<file path="config.mk">
export PLATFORM = sky130hd
export DESIGN_NAME = sic_passthru
export DESIGN_NICKNAME = d
export VERILOG_FILES = /design/src/rtl/sic_pkg.sv /design/src/rtl/sic_ctrl.sv /design/src/rtl/sic_datapath.sv /design/src/rtl/sic_passthru.sv
export SDC_FILE = /design/constraint.sdc
export NUM_CORES = 1
export LEC_CHECK = 0
export BUFFER_PORTS_ARGS = -buffer_cell sky130_fd_sc_hd__clkbuf_2
export CORE_ASPECT_RATIO = 1.2
export CORE_MARGIN = 1
export CORE_UTILIZATION = 35
export DETAILED_ROUTE_END_ITERATION = 8
export SLEW_MARGIN = 20
export SYNTH_ARGS = -nofsm -noshare
export SYNTH_HDL_FRONTEND = slang
export SYNTH_SLANG_ARGS = --single-unit
export TNS_END_PERCENT = 100
</file>
<file path="constraint.sdc">
create_clock -name clk -period 3.8 [get_ports clk]
set_clock_uncertainty 0.05 [all_clocks]
set_input_delay 0.76 -clock clk [delete_from_list [all_inputs] [get_ports clk]]
set_output_delay 0.76 -clock clk [all_outputs]
set_load 0.005 [all_outputs]
</file>
<file path="src/rtl/sic_pkg.sv">
package sic_pkg;

  localparam int W_STATUS  = 0;
  localparam int W_RAW     = 1;
  localparam int W_ENSET   = 2;
  localparam int W_ENCLR   = 3;
  localparam int W_SOFTSET = 4;
  localparam int W_SOFTCLR = 5;
  localparam int W_PTSET   = 8;
  localparam int W_PTCLR   = 9;

  typedef enum logic [2:0] {
    RD_NONE,
    RD_STATUS,
    RD_RAW,
    RD_MASK,
    RD_SOFT,
    RD_PT
  } rdSel_e;

  typedef struct packed {
    logic   enSet;
    logic   enClr;
    logic   softSet;
    logic   softClr;
    logic   ptSet;
    logic   ptClr;
    rdSel_e rdSel;
  } sicCtrl_t;

endpackage

</file>
<file path="src/rtl/sic_ctrl.sv">
module sic_ctrl
  import sic_pkg::*;
#(
  parameter int ADDR_W = 12,
  parameter int DATA_W = 32
) (
  input  logic [ADDR_W-1:0] busAddr,
  input  logic              busWrEn,
  input  logic [DATA_W-1:0] busWrData,
  output sicCtrl_t          ctrl
);

  localparam int WORD_W = ADDR_W - 2;

  logic [WORD_W-1:0] word;
  logic              dataNonZero;

  assign word        = busAddr[ADDR_W-1:2];
  assign dataNonZero = |busWrData;

  always_comb begin
    ctrl       = '0;
    ctrl.rdSel = RD_NONE;
    case (word)
      WORD_W'(W_STATUS):  ctrl.rdSel = RD_STATUS;
      WORD_W'(W_RAW):     ctrl.rdSel = RD_RAW;
      WORD_W'(W_ENSET): begin
        ctrl.rdSel = RD_MASK;
        ctrl.enSet = busWrEn;
      end
      WORD_W'(W_ENCLR):   ctrl.enClr = busWrEn;
      WORD_W'(W_SOFTSET): begin
        ctrl.rdSel   = RD_SOFT;
        ctrl.softSet = busWrEn && dataNonZero;
      end
      WORD_W'(W_SOFTCLR): ctrl.softClr = busWrEn && dataNonZero;
      WORD_W'(W_PTSET): begin
        ctrl.rdSel = RD_PT;
        ctrl.ptSet = busWrEn;
      end
      WORD_W'(W_PTCLR):   ctrl.ptClr = busWrEn;
      default: ;
    endcase
  end

endmodule

</file>
<file path="src/rtl/sic_datapath.sv">
module sic_datapath
  import sic_pkg::*;
#(
  parameter int NUM_IN = 32,
  parameter int PT_LO  = 21,
  parameter int PT_HI  = 30
) (
  input  logic              clk,
  input  logic              rst,
  input  sicCtrl_t          ctrl,
  input  logic [NUM_IN-1:0] busWrData,
  input  logic [NUM_IN-1:0] irqIn,
  output logic [NUM_IN-1:0] busRdData,
  output logic [NUM_IN-1:0] irqOut,
  output logic [NUM_IN-1:0] levelQ,
  output logic [NUM_IN-1:0] enMask,
  output logic [NUM_IN-1:0] ptEn
);

  localparam int SUM_IDX = NUM_IN - 1;
  localparam logic [63:0] PT_WIDE = (64'd1 << (PT_HI + 1)) - (64'd1 << PT_LO);
  localparam logic [NUM_IN-1:0] PT_MASK = PT_WIDE[NUM_IN-1:0];

  logic [NUM_IN-1:0] maskNext;
  logic [NUM_IN-1:0] ptNext;
  logic [NUM_IN-1:0] masked;

  assign masked = levelQ & enMask;

  always_comb begin
    maskNext = enMask;
    if (ctrl.enSet)   maskNext = maskNext | busWrData;
    if (ctrl.enClr)   maskNext = maskNext & ~busWrData;
    if (ctrl.softSet) maskNext[0] = 1'b1;
    if (ctrl.softClr) maskNext[0] = 1'b0;
  end

  always_comb begin
    ptNext = ptEn;
    if (ctrl.ptSet) ptNext = ptNext | (busWrData & PT_MASK);
    if (ctrl.ptClr) ptNext = ptNext & ~busWrData;
  end

  always_ff @(posedge clk) begin
    if (rst) begin
      levelQ <= '0;
      enMask <= '0;
      ptEn   <= '0;
    end else begin
      levelQ <= irqIn;
      enMask <= maskNext;
      ptEn   <= ptNext;
    end
  end

  always_comb begin
    busRdData = '0;
    case (ctrl.rdSel)
      RD_STATUS: busRdData = masked;
      RD_RAW:    busRdData = levelQ;
      RD_MASK:   busRdData = enMask;
      RD_SOFT:   busRdData[0] = levelQ[0];
      RD_PT:     busRdData = ptEn;
      default:   busRdData = '0;
    endcase
  end

  for (genvar k = 0; k < NUM_IN; k++) begin : g_line
    if (k == SUM_IDX) begin : g_sum
      assign irqOut[k] = |masked;
    end else if (k >= PT_LO && k <= PT_HI) begin : g_pt
      assign irqOut[k] = ptEn[k] & levelQ[k];
    end else begin : g_low
      assign irqOut[k] = 1'b0;
    end
  end

endmodule

</file>
<file path="src/rtl/sic_passthru.sv">
module sic_passthru
  import sic_pkg::*;
#(
  parameter int ADDR_W = 12,
  parameter int NUM_IN = 32,
  parameter int PT_LO  = 21,
  parameter int PT_HI  = 30
) (
  input  logic              clk,
  input  logic              rst,
  input  logic [ADDR_W-1:0] busAddr,
  input  logic              busWrEn,
  input  logic [NUM_IN-1:0] busWrData,
  output logic [NUM_IN-1:0] busRdData,
  input  logic [NUM_IN-1:0] irqIn,
  output logic [NUM_IN-1:0] irqOut
);

  sicCtrl_t          ctrl;
  logic [NUM_IN-1:0] levelQ;
  logic [NUM_IN-1:0] enMask;
  logic [NUM_IN-1:0] ptEn;

  sic_ctrl #(.ADDR_W(ADDR_W), .DATA_W(NUM_IN)) u_ctrl (
    .busAddr  (busAddr),
    .busWrEn  (busWrEn),
    .busWrData(busWrData),
    .ctrl     (ctrl)
  );

  sic_datapath #(.NUM_IN(NUM_IN), .PT_LO(PT_LO), .PT_HI(PT_HI)) u_dp (
    .clk      (clk),
    .rst      (rst),
    .ctrl     (ctrl),
    .busWrData(busWrData),
    .irqIn    (irqIn),
    .busRdData(busRdData),
    .irqOut   (irqOut),
    .levelQ   (levelQ),
    .enMask   (enMask),
    .ptEn     (ptEn)
  );

endmodule

</file>
==> summary.txt <==
Worst hold path
  – Hold path start: u_dp.ptEn[12]
  – Hold crit path type: flop to flop
  – Worst Hold Path EP: u_dp.ptEn[12]
  – Hold Path Stages: 2

Worst setup path
  – Critical Path RT: about 3.0 ns
  – R2r setup slk: 2.92 ns
  – CP Capture Type: output port
  – CP Class: primary input to output port
  – CP Launch Type: primary input
  – Worst Reg2Reg Path Length in Cells: 2
  – Max FO, Critical Path: 18
  – Crit path arrival time: 2.71 ns

Detailed routing
  – Drt pass-1 iters: 6
  – Vias: around 4600
  – Via/cell ratio: ~5.5
  – Post-route ant nets: 0
  – Final WL: around 14 mm
  – # DRC: 0
  – DRT iter0 DRCs: ~440
  – Drt wl/cell: between 15 and 20 um

STA
  – Final setup fails: 0
  – Tightest Pin Transition: ~0.72 ns
  – Minimum clock period: about 3.5 ns
  – Period utilization: approximately 90%
  – Final hold vios: 0
  – Fmax achieved: 0.284 GHz
  – Pins Over Slew Limit: 0
  – Sum of negative setup slack: 0 ns
  – RSZ-0062 raised after global routing: no
  – Worst setup margin: between 0.2 and 0.3 ns
  – Slew margin rel.: 51.7%

Finish
  – Share of cells above drive strength 1: a little under a quarter
  – Ant. Diodes: 0
  – Final instance area: between 5000 and 6000 sq um
  – Layout Area Growth over Synthesis: 21.6%
  – # nets final: around 760

CTS
  – CTS buffer count: 9
  – Maximum clock insertion buffer count: 2
  – CTS tree: yes
  – CTS Hold Buffers Added: 0
  – Setup bufs post-CTS: 0
  – H-tree lvl count: 3
  – Post-CTS resize count: 0
  – Root buf cell: clkbuf_16
  – Clock sinks: 96
  – CTS clock-pin slew for the worst setup and hold paths: about 0.060 ns
  – Latest clock arrival within the worst-skew pair: approximately 0.34 ns

Placed design
  – Hpwl dp: 10.2 mm
  – Dpl ws: 0.292 ns
  – I/O Buffers: 119
  – Placed instance area: roughly 5200 sq um
  – GP Congestion: around 0.87

Floorplanning
  – Die Y: between 100 and 150 um
  – Initial Utilization: 36.0%
  – Die Width: roughly 110 um
  – IO Count: around 140
  – Area of the die: roughly 13000 sq um
  – Row cnt: between 40 and 50
  – Core area: approximately 13000 sq um

Outcome
  – Result of the run: finished, final reports clean

Logic synthesis
  – Yosys warns: 0
  – Top cells by area, synth: dfxtp_1 (42%), a21oi_1 (10%), a311oi_1 (7.9%), nor2_1 (5.4%), nor2b_1 (4.4%)
  – Post-synthesis cell area: 4550 sq um
  – Synth top area share: between 40% and 50%
  – Syn_area_per_cell: 7.87 sq um
  – Yosys reg bits: 96
  – Seq/Total Area, Yosys: about 42%
  – Syn Inst Count: roughly 580
  – Top cell type by total area after synthesis: dfxtp_1
  – Synth cell types: 29

Run
  – Max_cap viols: 0

GRT
  – Initial antenna violation count: 1
  – Pin count of the biggest net entering global routing: 54
  – Gr usage total: a little over a fifth
  – Global-route wire length before repair: around 23 mm
  – Grt ovf: 0
  – Vias in the first global route: about 4200

Power
  – Pwr/cell area: approximately 370 nW/um^2
  – Worst vdd ir: approximately 160 uV
  – Leak: 2.06 nW
synth_stat cells:
master	n
a21oi_1	94
a22oi_1	16
a311oi_1	41
a32oi_1	1
and2_1	10
and4_1	1
buf_2	4
buf_4	22
clkbuf_1	43
conb_1	1
dfxtp_1	96
inv_1	2
nand2_1	36
nand2b_1	22
nand3_1	33
nand4_1	6
nand4b_1	1
nor2_1	65
nor2b_1	32
nor3_1	1
nor3_2	3
nor4_1	9
o2111ai_1	1
o211ai_1	1
o21ai_0	32
o22ai_1	1
o311ai_0	1
or4_1	3
or4_4	1
final cells by class:
class,count,area (sq um)
inverters,2,7.51
multi-input cells,432,2370
repair buffers,136,768
fillers,1301,7130
clock inverters,3,17.5
well taps,164,205
clock buffers,13,250
flip-flops and latches,96,1920
kinds of logic after synthesis:
| kind of cell | Yosys count | share of synthesized area [%] |
|---|---|---|
| AOI/OAI and AO/OA | 188 | 25.2 |
| DFF | 96 | 42.2 |
| other | 1 | 0.0823 |
| buffers and inverters | 71 | 7.77 |
| and+or+nand+nor | 223 | 24.7 |
layout by cell type, fill, tap and decap left out, drive strengths merged:
master,count
a21oi,94
a22oi,16
a311oi,41
a32oi,1
and2,10
and4,1
buf,17
clkbuf,132
clkinv,2
clkinvlp,1
conb,21
dfxtp,96
inv,2
nand2,36
nand2b,22
nand3,33
nand4,6
nand4b,1
nor2,65
nor2b,32
nor3,4
nor4,9
o2111ai,1
o211ai,1
o21ai,32
o22ai,1
o311ai,1
or4,4
per-layer routing:
metal  vias to the layer above  GRT usage [%]  routed length (um)
met5                         -              0                  13
met3                        18           4.52                1280
met2                       237           33.6                6720
met4                         2           8.25                 262
li1                       2235              -                   -
met1                      2122           29.5                6230
through the flow:
step | instances | hold WS (ns) | util [%] | power, mW
final | 846 | 0.401 | 43.7 | 2.05
after CTS | 845 | 0.401 | 43.5 | 2.05
after floorplan | 599 | 0.377 | - | 1.15
after global placement | 829 | 0.385 | 41.4 | 1.22
after global routing | 846 | 0.415 | 43.7 | 2.13
after detailed placement | 829 | 0.387 | 41.4 | 1.22
power breakdown:
| part | leakage [nW] | switching [mW] | internal (mW) |
|---|---|---|---|
| clock network | 0.130 | 0.383 | 0.460 |
| logic | 1.15 | 0.0963 | 0.0614 |
| registers | 0.782 | 0.0217 | 1.02 |
how the worst max path moves through the flow:
stage / from / slack [ns] / endpoint
after floorplan: busAddr[7] / 0.60 / busRdData[15]
after CTS: busAddr[7] / 0.29 / busRdData[15]
after detailed placement: busAddr[7] / 0.29 / busRdData[15]
after global routing: busAddr[7] / 0.20 / busRdData[30]
final: busAddr[7] / 0.28 / busRdData[15]
after global placement: busAddr[7] / 0.30 / busRdData[15]
worst max-delay path, cell delays in order:
cell and delay (ns):
clkbuf_2 0.08, or4_4 0.58, or4_1 0.44, buf_4 0.24
nor2_1 0.12, a21oi_1 0.05, o21ai_0 0.28, clkbuf_2 0.17
No activity file was read; power rests on OpenSTA's default activity.
